--- config.mk ---
export PLATFORM = sky130hd
export DESIGN_NAME = ctx_swap_unit
export DESIGN_NICKNAME = d
export VERILOG_FILES = /design/src/rtl/ctx_pkg.sv /design/src/rtl/ctx_swap_ctrl.sv /design/src/rtl/ctx_save_reg.sv /design/src/rtl/ctx_live_reg.sv /design/src/rtl/ctx_swap_unit.sv
export SDC_FILE = /design/constraint.sdc
export NUM_CORES = 1
export LEC_CHECK = 0
export BUFFER_PORTS_ARGS = -buffer_cell sky130_fd_sc_hd__buf_4
export CORE_UTILIZATION = 47
export DETAILED_ROUTE_END_ITERATION = 7
export GPL_TIMING_DRIVEN = 1
export PLACE_DENSITY = 0.82
export SYNTH_ARGS = -nofsm -noshare
export SYNTH_HDL_FRONTEND = slang
export SYNTH_HIERARCHICAL = 1
export SYNTH_SLANG_ARGS = --single-unit
--- constraint.sdc ---
create_clock -name clk -period 4.5 [get_ports clk]
set_input_delay 0.675 -clock clk [delete_from_list [all_inputs] [get_ports clk]]
set_output_delay 0.675 -clock clk [all_outputs]
set_load 0.02 [all_outputs]
--- src/rtl/ctx_pkg.sv ---
package ctx_pkg;
    localparam int PC_W   = 9;
    localparam int WORD_W = 32;
    localparam int Z_POS  = PC_W;
    localparam int C_POS  = PC_W + 1;

    typedef struct packed {
        logic            c;
        logic            z;
        logic [PC_W-1:0] pc;
    } ctx_t;

    localparam int CTX_W = $bits(ctx_t);

    typedef enum logic [1:0] {
        SAVE_HOLD  = 2'd0,
        SAVE_LOAD  = 2'd1,
        SAVE_STORE = 2'd2
    } save_act_e;

    typedef enum logic [1:0] {
        LIVE_HOLD    = 2'd0,
        LIVE_STEP    = 2'd1,
        LIVE_JUMP    = 2'd2,
        LIVE_RESTORE = 2'd3
    } live_act_e;

    function automatic logic [WORD_W-1:0] pack_ctx(input ctx_t x);
        logic [WORD_W-1:0] w;
        w             = '0;
        w[PC_W-1:0]   = x.pc;
        w[Z_POS]      = x.z;
        w[C_POS]      = x.c;
        return w;
    endfunction

    function automatic ctx_t unpack_ctx(input logic [WORD_W-1:0] w);
        ctx_t x;
        x.pc = w[PC_W-1:0];
        x.z  = w[Z_POS];
        x.c  = w[C_POS];
        return x;
    endfunction

    function automatic ctx_t next_instr(input ctx_t x);
        ctx_t y;
        y    = x;
        y.pc = x.pc + PC_W'(1);
        return y;
    endfunction
endpackage

--- src/rtl/ctx_swap_ctrl.sv ---
module ctx_swap_ctrl
    import ctx_pkg::*;
(
    input  logic      op_set,
    input  logic      op_swap,
    input  logic      jump_en,
    input  logic      step_en,
    output save_act_e save_act,
    output live_act_e live_act
);
    always_comb begin
        if (op_swap)      save_act = SAVE_STORE;
        else if (op_set)  save_act = SAVE_LOAD;
        else              save_act = SAVE_HOLD;
    end

    always_comb begin
        if (op_swap)      live_act = LIVE_RESTORE;
        else if (jump_en) live_act = LIVE_JUMP;
        else if (step_en) live_act = LIVE_STEP;
        else              live_act = LIVE_HOLD;
    end
endmodule

--- src/rtl/ctx_save_reg.sv ---
module ctx_save_reg
    import ctx_pkg::*;
(
    input  logic      clk,
    input  logic      rst,
    input  save_act_e act,
    input  ctx_t      live,
    input  ctx_t      wr_ctx,
    output ctx_t      saved
);
    always_ff @(posedge clk) begin
        if (rst) begin
            saved <= '0;
        end else begin
            case (act)
                SAVE_STORE: saved <= next_instr(live);
                SAVE_LOAD:  saved <= wr_ctx;
                default:    saved <= saved;
            endcase
        end
    end

    // the stored PC is the live PC plus one, wrapping modulo 2^PC_W
    a_r4_store_next_pc: assert property (@(posedge clk) disable iff (rst)
        (act == SAVE_STORE) |=> (saved.pc == PC_W'($past(live.pc) + 1'b1)));

    a_r4_store_flags: assert property (@(posedge clk) disable iff (rst)
        (act == SAVE_STORE) |=> (saved.z == $past(live.z) && saved.c == $past(live.c)));

    a_r3_write_loads: assert property (@(posedge clk) disable iff (rst)
        (act == SAVE_LOAD) |=> (saved == $past(wr_ctx)));

    a_r5_idle_holds: assert property (@(posedge clk) disable iff (rst)
        (act == SAVE_HOLD) |=> $stable(saved));
endmodule

--- src/rtl/ctx_live_reg.sv ---
module ctx_live_reg
    import ctx_pkg::*;
(
    input  logic            clk,
    input  logic            rst,
    input  live_act_e       act,
    input  ctx_t            saved,
    input  logic [PC_W-1:0] jump_pc,
    input  logic            flag_we,
    input  logic            z_in,
    input  logic            c_in,
    output ctx_t            live
);
    ctx_t nxt;

    always_comb begin
        nxt = live;
        case (act)
            LIVE_RESTORE: nxt = saved;
            LIVE_JUMP:    nxt.pc = jump_pc;
            LIVE_STEP:    nxt.pc = live.pc + PC_W'(1);
            default:      nxt.pc = live.pc;
        endcase
        if (act != LIVE_RESTORE && flag_we) begin
            nxt.z = z_in;
            nxt.c = c_in;
        end
    end

    always_ff @(posedge clk) begin
        if (rst) live <= '0;
        else     live <= nxt;
    end

    // a swap restores the whole context from the saved slot
    a_r4_restore: assert property (@(posedge clk) disable iff (rst)
        (act == LIVE_RESTORE) |=> (live == $past(saved)));

    a_r7_step_inc: assert property (@(posedge clk) disable iff (rst)
        (act == LIVE_STEP) |=> (live.pc == PC_W'($past(live.pc) + 1'b1)));

    a_r7_pc_hold: assert property (@(posedge clk) disable iff (rst)
        (act == LIVE_HOLD) |=> $stable(live.pc));

    a_r7_flag_hold: assert property (@(posedge clk) disable iff (rst)
        (act != LIVE_RESTORE && !flag_we) |=> ($stable(live.z) && $stable(live.c)));
endmodule

--- src/rtl/ctx_swap_unit.sv ---
module ctx_swap_unit
    import ctx_pkg::*;
(
    input  logic              clk,
    input  logic              rst,
    input  logic              op_get,
    input  logic              op_set,
    input  logic              op_swap,
    input  logic [WORD_W-1:0] wr_data,
    output logic [WORD_W-1:0] rd_data,
    input  logic              jump_en,
    input  logic [PC_W-1:0]   jump_pc,
    input  logic              step_en,
    input  logic              flag_we,
    input  logic              z_in,
    input  logic              c_in,
    output logic [PC_W-1:0]   pc_q,
    output logic              z_q,
    output logic              c_q
);
    save_act_e save_act;
    live_act_e live_act;
    ctx_t      saved;
    ctx_t      live;
    ctx_t      wr_ctx;

    assign wr_ctx = unpack_ctx(wr_data);

    ctx_swap_ctrl u_ctrl (
        .op_set   (op_set),
        .op_swap  (op_swap),
        .jump_en  (jump_en),
        .step_en  (step_en),
        .save_act (save_act),
        .live_act (live_act)
    );

    ctx_save_reg u_save (
        .clk    (clk),
        .rst    (rst),
        .act    (save_act),
        .live   (live),
        .wr_ctx (wr_ctx),
        .saved  (saved)
    );

    ctx_live_reg u_live (
        .clk     (clk),
        .rst     (rst),
        .act     (live_act),
        .saved   (saved),
        .jump_pc (jump_pc),
        .flag_we (flag_we),
        .z_in    (z_in),
        .c_in    (c_in),
        .live    (live)
    );

    assign rd_data = op_get ? pack_ctx(saved) : '0;
    assign pc_q    = live.pc;
    assign z_q     = live.z;
    assign c_q     = live.c;

    // upper read bits are always zero
    a_r2_upper_zero: assert property (@(posedge clk) disable iff (rst)
        rd_data[WORD_W-1:C_POS+1] == '0);

    // back-to-back swaps bring back the earlier context, PC advanced by one
    a_r9_double_swap: assert property (@(posedge clk) disable iff (rst)
        (op_swap && $past(op_swap) && !$past(rst)) |=>
            (pc_q == PC_W'($past(pc_q, 2) + 1'b1)));
endmodule

==> qor.csv, run 1 <==
stage,metric,value,unit
critical_path,CP endpoint kind,flip-flop,
logic_synthesis,Mapped Cells,215,
power_and_ir_drop,VDD IR max,0.213,mV
route,number of iterations in the first detailed-routing pass,4,
run,max-capacitance violation count,0,
cts,Clock Tree Buf Depth,2,
sta,RSZ-0062 raised after global routing,false,
critical_path,data required time of the worst path,4.76,ns
sta,Final Hold Viols,0,
power_and_ir_drop,PwrDens,253,nW/um^2
cts,clk root buf,clkbuf_4,
cts,cts-stage hold buffer count,0,
global_route,antenna violations before repair,0,
logic_synthesis,asr flop ratio synth,0,
floorplanning,core box area,3420,sq um
critical_path,CP startpoint kind,input pin,
cts,Sink Count,22,
critical_path,flop-to-flop setup slack,2.76,ns
cts,CTS resizes,0,
logic_synthesis,Synth Area per Inst,8.02,sq um
final_layout,Ant. Diodes,0,
route,routed vias/inst,5.49,
sta,count of final setup violators,0,
critical_path,crit path DAT,2.73,ns
final_layout,fin area,2070,sq um
cts,# H-tree levels,1,
sta,Slew headroom,0.556,
final_layout,fin nets,318,
sta,Tmin final,2.47,ns
run_status,status,"complete, no violations",
cts,cts bufs inserted,3,
power_and_ir_drop,Pwr Total,0.523,mW
logic_synthesis,ys flop type,dfxtp_1,
route,First DRT Iteration DRCs,100,
cts,Worst-path clk slew,0.14,ns
route,DRC Markers,0,
route,WL/cell,13.8,microns
critical_path,FF-to-FF path depth,4,
power_and_ir_drop,leakage power figure,0.913,nW
route,WL final,4.21,mm
sta,Total Neg Setup Slack,0,ns
critical_path,critical path class,in2reg,
critical_path,r2r endpoint,u_live/live[6],
logic_synthesis,synthesized area,1720,sq um
floorplanning,die width,62.6,microns
sta,FMAX,0.405,GHz
hold_path,Hold WC Path Type,reg2reg,
logic_synthesis,"Seq/Total Area, Yosys",0.255,
global_route,largest net degree at the start of global routing,29,
logic_synthesis,Ys Warns,6,
sta,fin crit share,0.549,
global_route,all-layer global routing usage,0.217,
floorplanning,FP Rows,21,
logic_synthesis,post-synth cell types,49,
sta,Slew @ Worst Pin,0.666,ns
floorplanning,Die ar.,3910,sq um
placement,I/O Buffers,51,
final_layout,Synth-to-Final Area Change,19.9,%
placement,GPL Wtd Cong,0.848,
global_route,vias in the first global route,1518,
cts,setup bufs post-CTS,0,
logic_synthesis,Synth Register Bits,22,
global_route,GRT overflow,0,
route,post-route ant nets,0,
placement,HPWL after detailed placement,2.98,mm
placement,DP Area,2030,sq um
global_route,global-route wire length before repair,6.87,mm
floorplanning,number of I/O pins,94,
cts,clk_lat worst skew,0.32,ns
critical_path,crit-path max FO,21,
cts,CTS tree,done,
floorplanning,starting density of the core,0.505,
floorplanning,Die Span Y,62.6,microns
logic_synthesis,number of synthesized flops with an enable pin,0,
critical_path,Setup crit end,u_live/live[5],
critical_path,Worst setup startpoint,jump_en,
route,via count,1674,
sta,Worst Skew,0.0106,ns
critical_path,Reg-to-Reg Start,u_live/live[0],
final_layout,share of layout cells above drive strength 1,0.243,
sta,fin. max-slew vios,0,
==> how the worst min path moves through the flow <==
stage                    start  cells after the start  slack [ns]         endpoint
2_1_floorplan  u_save/saved[2]                      2        0.47  u_save/saved[2]
3_3_place_gp   u_save/saved[2]                      2        0.50  u_save/saved[2]
3_5_place_dp   u_save/saved[2]                      2        0.51  u_save/saved[2]
4_1_cts        u_save/saved[2]                      2        0.55  u_save/saved[2]
5_1_grt        u_save/saved[2]                      2        0.56  u_save/saved[2]
6_report       u_save/saved[1]                      2        0.54  u_save/saved[1]
==> stage by stage <==
step / setup slack (ns) / instances / hold WS, ns / util
2_1_floorplan: 2.23 / 235 / 0.470 / -
3_3_place_gp: 1.75 / 301 / 0.497 / 0.595
3_5_place_dp: 1.71 / 301 / 0.513 / 0.595
4_1_cts: 2.04 / 305 / 0.545 / 0.605
5_1_grt: 1.94 / 305 / 0.562 / 0.605
6_report: 2.03 / 305 / 0.541 / 0.605
==> report_power, final <==
part           internal, mW  switching, mW
logic                0.0763         0.0940
registers             0.211         0.0270
clock network        0.0495         0.0651
==> critical path, cell delays in order <==
cell and delay, ns:
buf_4 0.11, inv_1 0.04, a21o_2 0.13, inv_1 0.06, ha_1 0.67, and4bb_2 0.34, or4b_2 0.58, o211ai_1 0.10
==> registers in the layout (all words and copies together) (netlist names) <==
register,flops
u_live/live,11
u_save/saved,11
==> metal layers <==
layer | track usage | vias to the layer above | wire length [microns]
met1 | 0.256 | 788 | 1780
li1 | - | 819 | -
met2 | 0.391 | 63 | 2120
met5 | 0 | - | 0
met3 | 0.0529 | 4 | 277
met4 | 0.0494 | 0 | 40
==> cell families after synthesis <==
family / Yosys count / synth area share
AOI/OAI and AO/OA: 49 / 0.197
and+or+nand+nor: 81 / 0.264
adders and majority gates: 7 / 0.0508
DFF: 22 / 0.255
muxes: 8 / 0.0479
other: 1 / 0.00217
xor gates and xnor gates: 9 / 0.0457
buffers and inverters: 38 / 0.136
==> cells in the final DEF (no fill, tap or decap), types with 2 or more instances in the layout <==
cell type | synthesis | layout
a211oi_1 | 8 | 8
a21oi_1 | 10 | 10
and2_1 | 11 | 11
and3_1 | 5 | 5
buf_4 | 22 | 51
clkbuf_4 | 0 | 3
conb_1 | 1 | 21
dfxtp_1 | 22 | 22
ha_1 | 7 | 7
inv_1 | 6 | 6
mux2_2 | 2 | 2
mux2i_1 | 6 | 6
nand2_1 | 11 | 11
nand2b_1 | 2 | 2
nand3_1 | 6 | 6
nand4_1 | 4 | 4
nor2_1 | 15 | 15
nor2b_1 | 8 | 8
nor3_1 | 3 | 3
nor4b_1 | 2 | 2
o2111ai_1 | 3 | 3
o211ai_1 | 3 | 3
o21ai_0 | 5 | 5
o21bai_1 | 3 | 3
o22ai_1 | 5 | 5
o2bb2ai_1 | 2 | 2
o311ai_0 | 2 | 2
or2_2 | 3 | 3
or3_1 | 2 | 2
or4_1 | 3 | 3
xnor2_1 | 3 | 3
xor2_1 | 6 | 6
==> cells in the mapped netlist (7+ instances only) <==
cell | n | area, sq um
ha_1 | 7 | 87.6
nor2_1 | 15 | 56.3
a21oi_1 | 10 | 50.1
a211oi_1 | 8 | 60.1
nand2_1 | 11 | 41.3
buf_4 | 22 | 165
nor2b_1 | 8 | 50.1
and2_1 | 11 | 68.8
dfxtp_1 | 22 | 440
==> area by class of cell <==
cell class / count / area (sq um)
Clock buffer: 4 / 36.3
Fill cell: 322 / 1350
Multi-Input combinational cell: 175 / 1120
Tap cell: 46 / 57.6
Sequential cell: 22 / 440
Inverter: 7 / 26.3
Timing Repair Buffer: 51 / 383
No activity file was read; power rests on OpenSTA's default activity.
==> inputs of run 2 (changes only) <==
CORE_UTILIZATION = 41   (was 47)
PLACE_DENSITY = 0.75   (was 0.82)
clock period = 2.2 ns   (was 4.5 ns; I/O delays follow)
==> run 2 against run 1 <==
Effect of this change:
- critical path depth down 1
- routed wire length up 4.9%
- non-clock buffer count up 10
- cell area up 4.8%
- critical path type unchanged
==> qor.csv, run 2 (synthesis gave the netlist of run 1 again) <==
stage,metric,value,unit,change
sta,count of final setup violators,0,,unchanged
route,routed vias/inst,5.38,,-2.0%
sta,RSZ-0062 raised after global routing,false,,
critical_path,CP endpoint kind,flip-flop,,
floorplanning,Die Span Y,66.8,microns,+6.8%
final_layout,share of layout cells above drive strength 1,0.271,,+0.0281
cts,Worst-path clk slew,0.08,ns,-0.06 ns
final_layout,Layout fillers,411,,+28%
run_status,status,"complete, no violations",,
final_layout,Multi-input gate area,1120,sq um,unchanged
global_route,antenna violations before repair,0,,unchanged
sta,fin. max-slew vios,0,,unchanged
sta,Total Neg Setup Slack,0,ns,unchanged
critical_path,Slowest Stage Delay on Critical Path,0.53,ns,-0.14 ns
placement,HPWL after detailed placement,3.27,mm,+9.6%
final_layout,"commonest non-fill, non-tap cells in the layout","buf_4 (61), dfxtp_1 (22), conb_1 (21), nor2_1 (15)",,
cts,clk root buf,clkbuf_8,,
floorplanning,core box area,4030,sq um,+18%
route,DRC Markers,0,,unchanged
sta,fin crit share,0.852,,
critical_path,crit path DAT,2.03,ns,-0.70 ns
cts,CTS tree,done,,
critical_path,CP startpoint kind,input pin,,
cts,Sink Count,22,,unchanged
route,WL final,4.42,mm,+4.9%
critical_path,critical path class,in2reg,,
global_route,largest net degree at the start of global routing,29,,unchanged
final_layout,fin nets,328,,+3.1%
cts,clk_lat worst skew,0.26,ns,-0.06 ns
route,post-route ant nets,0,,unchanged
floorplanning,FP Rows,23,,+9.5%
critical_path,CP Cell Sequence,buf_4 -> or2_1 -> inv_1 -> ha_1 -> or3b_1 -> or4_1 -> o311ai_0,,
sta,Tmin final,1.87,ns,
floorplanning,die width,66.8,microns,+6.8%
power_and_ir_drop,PwrDens,534,nW/um^2,+110%
cts,CTS resizes,0,,unchanged
placement,GPL Wtd Cong,0.837,,-1.3%
run,max-capacitance violation count,0,,unchanged
final_layout,Ant. Diodes,0,,unchanged
final_layout,Largest regs,"u_live/live x11, u_save/saved x11",,
cts,cts-stage hold buffer count,0,,unchanged
global_route,global-route wire length before repair,7.28,mm,+5.9%
critical_path,crit-path max FO,4,,-81%
cts,cts bufs inserted,3,,unchanged
final_layout,FF+latch area,440,sq um,unchanged
final_layout,Synth-to-Final Area Change,25.6,%,
placement,I/O Buffers,51,,unchanged
sta,Worst Skew,0.00324,ns,-0.00740 ns
cts,setup bufs post-CTS,0,,unchanged
floorplanning,Die ar.,4470,sq um,+14%
critical_path,"Slowest-stage cell, CP",or4_1,,
hold_path,Hold WC Path Type,in2reg,,
final_layout,"commonest non-fill, non-tap cell in the layout",buf_4,,
sta,FMAX,0.533,GHz,
power_and_ir_drop,Pwr Total,1.16,mW,+120%
global_route,GRT overflow,0,,unchanged
global_route,all-layer global routing usage,0.213,,-0.00392
route,WL/cell,13.8,microns,+0.29%
critical_path,data required time of the worst path,2.35,ns,-2.41 ns
route,First DRT Iteration DRCs,98,,-2.0%
route,number of iterations in the first detailed-routing pass,4,,unchanged
power_and_ir_drop,VDD IR max,0.379,mV,+78%
sta,Final Hold Viols,0,,unchanged
power_and_ir_drop,leakage power figure,0.972,nW,+6.4%
cts,# H-tree levels,1,,unchanged
global_route,vias in the first global route,1594,,+5.0%
cts,Clock Tree Buf Depth,2,,unchanged
route,via count,1715,,+2.4%
floorplanning,starting density of the core,0.428,,-0.0768
floorplanning,number of I/O pins,94,,unchanged
[run 2: area by class of cell]
| cell class | instances | share of cell area |
|---|---|---|
| inverters | 7 | 0.0121 |
| repair buffers | 61 | 0.211 |
| flip-flops and latches | 22 | 0.203 |
| well taps | 50 | 0.0289 |
| clock buffers | 4 | 0.0254 |
| multi-input cells | 175 | 0.519 |
[run 2: where the power goes]
group / switching, mW / internal, mW / total (mW)
registers: 0.0471 / 0.432 / 0.479
logic: 0.208 / 0.174 / 0.382
clock network: 0.135 / 0.160 / 0.295
total: 0.391 / 0.765 / 1.16
[run 2: metrics by stage]
stage | setup slack (ns) | utilization | area, sq um | cells | hold slack (ns)
finish | 0.325 | 0.538 | 2170 | 319 | 0.332
global route | 0.189 | 0.538 | 2170 | 319 | 0.329
CTS | 0.328 | 0.538 | 2170 | 319 | 0.325
detailed placement | 0.0498 | 0.524 | 2110 | 315 | 0.507
global placement | 0.104 | 0.524 | 2110 | 315 | 0.497
floorplan | 0.278 | - | 1800 | 235 | 0.408
[run 2: critical path: cells and delay by family]
| family | cells | cell delay (ns) |
|---|---|---|
| buffers and inverters | 2 | 0.20 |
| AND/OR/NAND/NOR | 3 | 1.17 |
| adder cells (fa/ha/maj) | 1 | 0.22 |
| AO/OA/AOI/OAI | 1 | 0.10 |
[run 2: path summary, 6_finish.rpt]
| check | depth (start not counted) | start | slack (ns) | end |
|---|---|---|---|---|
| worst min-delay path | 3 | jump_pc[4] | 0.33 | u_live/live[4] |
| worst min register to register | 2 | u_save/saved[2] | 0.52 | u_save/saved[2] |
| worst max register to register | 3 | u_live/live[2] | 0.51 | u_live/live[5] |
| worst max-delay path | 7 | op_swap | 0.33 | u_live/live[6] |
[run 2: layer usage]
layer / routed length [microns] / global-route usage / vias up / part of all wire
li1: - / - / 845 / -
met1: 1860 / 0.262 / 799 / 0.42
met2: 2230 / 0.379 / 67 / 0.51
met3: 298 / 0.0394 / 4 / 0.067
met4: 24 / 0.0479 / 0 / 0.0054
met5: 0 / 0 / - / 0
==> inputs of run 3 (changes only) <==
TNS_END_PERCENT = 100   (was default)
clock period = 1.7 ns   (was 2.2 ns; I/O delays follow)
==> run 3 against run 2 <==
Effect of this change:
- hold slack got worse by 0.094 ns
- sequential power rose by 29%
- cell count rose by 4.4%
- power rose by 34%
- non-clock buffer count rose by 14
- global-route usage fell by 0.78 points
- die area did not move
- count of clock-buffer cells in the layout did not move
- worst setup slack got worse by 0.28 ns
- highest routed layer unchanged
==> qor.csv, run 3 (synthesis gave the netlist of run 1 again) <==
stage,metric,value,unit,change
final_layout,"commonest non-fill, non-tap cell in the layout",buf_4,,
final_layout,"commonest non-fill, non-tap cells in the layout","buf_4 (74), dfxtp_1 (22), conb_1 (21), nor2_1 (15)",,
power_and_ir_drop,combinational share of power,0.346,,+0.016
final_layout,share of layout cells above drive strength 1,0.336,,+0.0643
run_status,status,"complete, no violations",,
global_route,all-layer global routing usage,0.205,,-0.00782
final_layout,fin nets,342,,+4.3%
power_and_ir_drop,Switching Share,0.340,,+0.00246
route,First DRT Iteration DRCs,125,,+28%
floorplanning,die width,66.8,microns,unchanged
critical_path,critical path class,in2reg,,
placement,GPL Wtd Cong,0.800,,-4.4%
final_layout,Synth-to-Final Area Change,34.6,%,
cts,clk root buf,clkbuf_8,,
cts,cts bufs inserted,3,,unchanged
sta,Worst Skew,0.00938,ns,+0.00614 ns
route,post-route ant nets,0,,unchanged
cts,Sink Count,22,,unchanged
final_layout,Ant. Diodes,0,,unchanged
route,via count,1746,,+1.8%
power_and_ir_drop,leakage power figure,1.05,nW,+8.1%
power_and_ir_drop,cell internal pwr,1.02,mW,+34%
route,WL/cell,13.4,microns,-3.4%
run,max-capacitance violation count,0,,unchanged
cts,Worst-path clk slew,0.09,ns,about the same
sta,fin. max-slew vios,0,,unchanged
floorplanning,Die Span Y,66.8,microns,unchanged
floorplanning,number of I/O pins,94,,unchanged
placement,DP Area,2240,sq um,+5.9%
global_route,antenna violations before repair,0,,unchanged
hold_path,Hold WC Path Type,in2reg,,
cts,cts-stage hold buffer count,0,,unchanged
power_and_ir_drop,Pwr Total,1.55,mW,+34%
power_and_ir_drop,PwrDens,668,nW/um^2,+25%
final_layout,Layout fillers,385,,-6.3%
power_and_ir_drop,Flop pwr share,0.398,,-0.016
critical_path,Worst setup startpoint,jump_en,,
power_and_ir_drop,clock power share,0.256,,about the same
sta,FMAX,0.604,GHz,
hold_path,startpoint of the lowest-slack hold path,jump_pc[4],,
cts,clk_lat worst skew,0.27,ns,about the same
critical_path,crit path DAT,1.86,ns,-0.17 ns
critical_path,data required time of the worst path,1.90,ns,-0.45 ns
global_route,global-route wire length before repair,7.00,mm,-3.8%
global_route,largest net degree at the start of global routing,27,,-6.9%
sta,Tmin final,1.66,ns,
power_and_ir_drop,NetSw,0.528,mW,+35%
route,routed vias/inst,5.24,,-2.5%
final_layout,fin util,0.576,,+0.0385
sta,RSZ-0062 raised after global routing,true,,
critical_path,crit-path max FO,3,,-1
critical_path,CP startpoint kind,input pin,,
cts,Clock Tree Buf Depth,2,,unchanged
route,number of iterations in the first detailed-routing pass,4,,unchanged
sta,Final Hold Viols,0,,unchanged
global_route,vias in the first global route,1568,,-1.6%
critical_path,Reg-to-Reg Start,u_live/live[3],,
cts,CTS tree,done,,
placement,I/O Buffers,51,,unchanged
floorplanning,Die ar.,4470,sq um,unchanged
global_route,GRT overflow,0,,unchanged
final_layout,Largest regs,"u_live/live x11, u_save/saved x11",,
power_and_ir_drop,VDD IR max,0.407,mV,+7.5%
sta,count of final setup violators,0,,unchanged
route,WL final,4.45,mm,+0.82%
cts,# H-tree levels,1,,unchanged
floorplanning,core box area,4030,sq um,unchanged
final_layout,fin area,2320,sq um,+7.2%
floorplanning,FP Rows,23,,unchanged
sta,fin crit share,0.974,,
sta,Total Neg Setup Slack,0,ns,unchanged
route,DRC Markers,0,,unchanged
floorplanning,starting density of the core,0.428,,unchanged
placement,HPWL after detailed placement,3.41,mm,+4.2%
critical_path,CP endpoint kind,flip-flop,,
run 3: cell count changes in the layout (fill, tap and decap cells not counted), moves of 2 or more:
cell	change
ha_1	-2
or4_4	+2
o311ai_0	-2
buf_4	+13
or4_1	-2
run 3: area by class of cell:
cell class	count	area [sq um]	area share
multi-input combinational	175	1160	0.499
timing repair buffer	75	576	0.248
sequential	22	440	0.190
tap	50	62.6	0.0270
clock buffer	4	55.1	0.0237
inverter	7	28.8	0.0124
run 3: path summary, 6_finish.rpt:
kind,depth (start not counted),slack (ns),endpoint
setup / recovery,8,0.04,u_live/live[5]
hold reg to reg,2,0.54,u_save/saved[1]
setup reg to reg,5,0.22,u_save/saved[8]
hold / removal,3,0.24,u_live/live[4]
run 3: worst max-delay path, stage by stage:
cell and delay [ns]:
buf_4 0.11, inv_1 0.04, a21o_2 0.13, inv_1 0.06, ha_2 0.34, and4bb_2 0.24, or4b_2 0.58, o211ai_1 0.11
run 3: stage by stage:
| step | instances | setup WS, ns | hold slack [ns] |
|---|---|---|---|
| floorplan | 235 | -0.0530 | 0.333 |
| global placement | 328 | -0.276 | 0.514 |
| detailed placement | 328 | -0.321 | 0.521 |
| CTS | 332 | 0.0164 | 0.236 |
| global route | 333 | -0.0164 | 0.265 |
| finish | 333 | 0.0448 | 0.238 |
run 3: power groups by stage:
stage | Combinational, mW | Clock (mW) | Sequential (mW)
global placement | 0.519 | 0 | 0.628
floorplan | 0.319 | 0 | 0.650
global route | 0.589 | 0.423 | 0.625
finish | 0.537 | 0.396 | 0.618
CTS | 0.530 | 0.405 | 0.617
detailed placement | 0.527 | 0 | 0.628
run 3: routing by layer:
layer / global-route usage / vias up / routed length [microns]
li1: - / 869 / -
met1: 0.251 / 811 / 1930
met5: 0 / - / 0
met3: 0.0565 / 2 / 281
met4: 0.0319 / 0 / 12
met2: 0.360 / 64 / 2230
run 3: repair_timing:
item / CTS / global route
endpoints found under the setup margin: 1 / 4
buffers inserted: 0 / 1
pin swaps: 0 / 1
resized for setup: 2 / 6
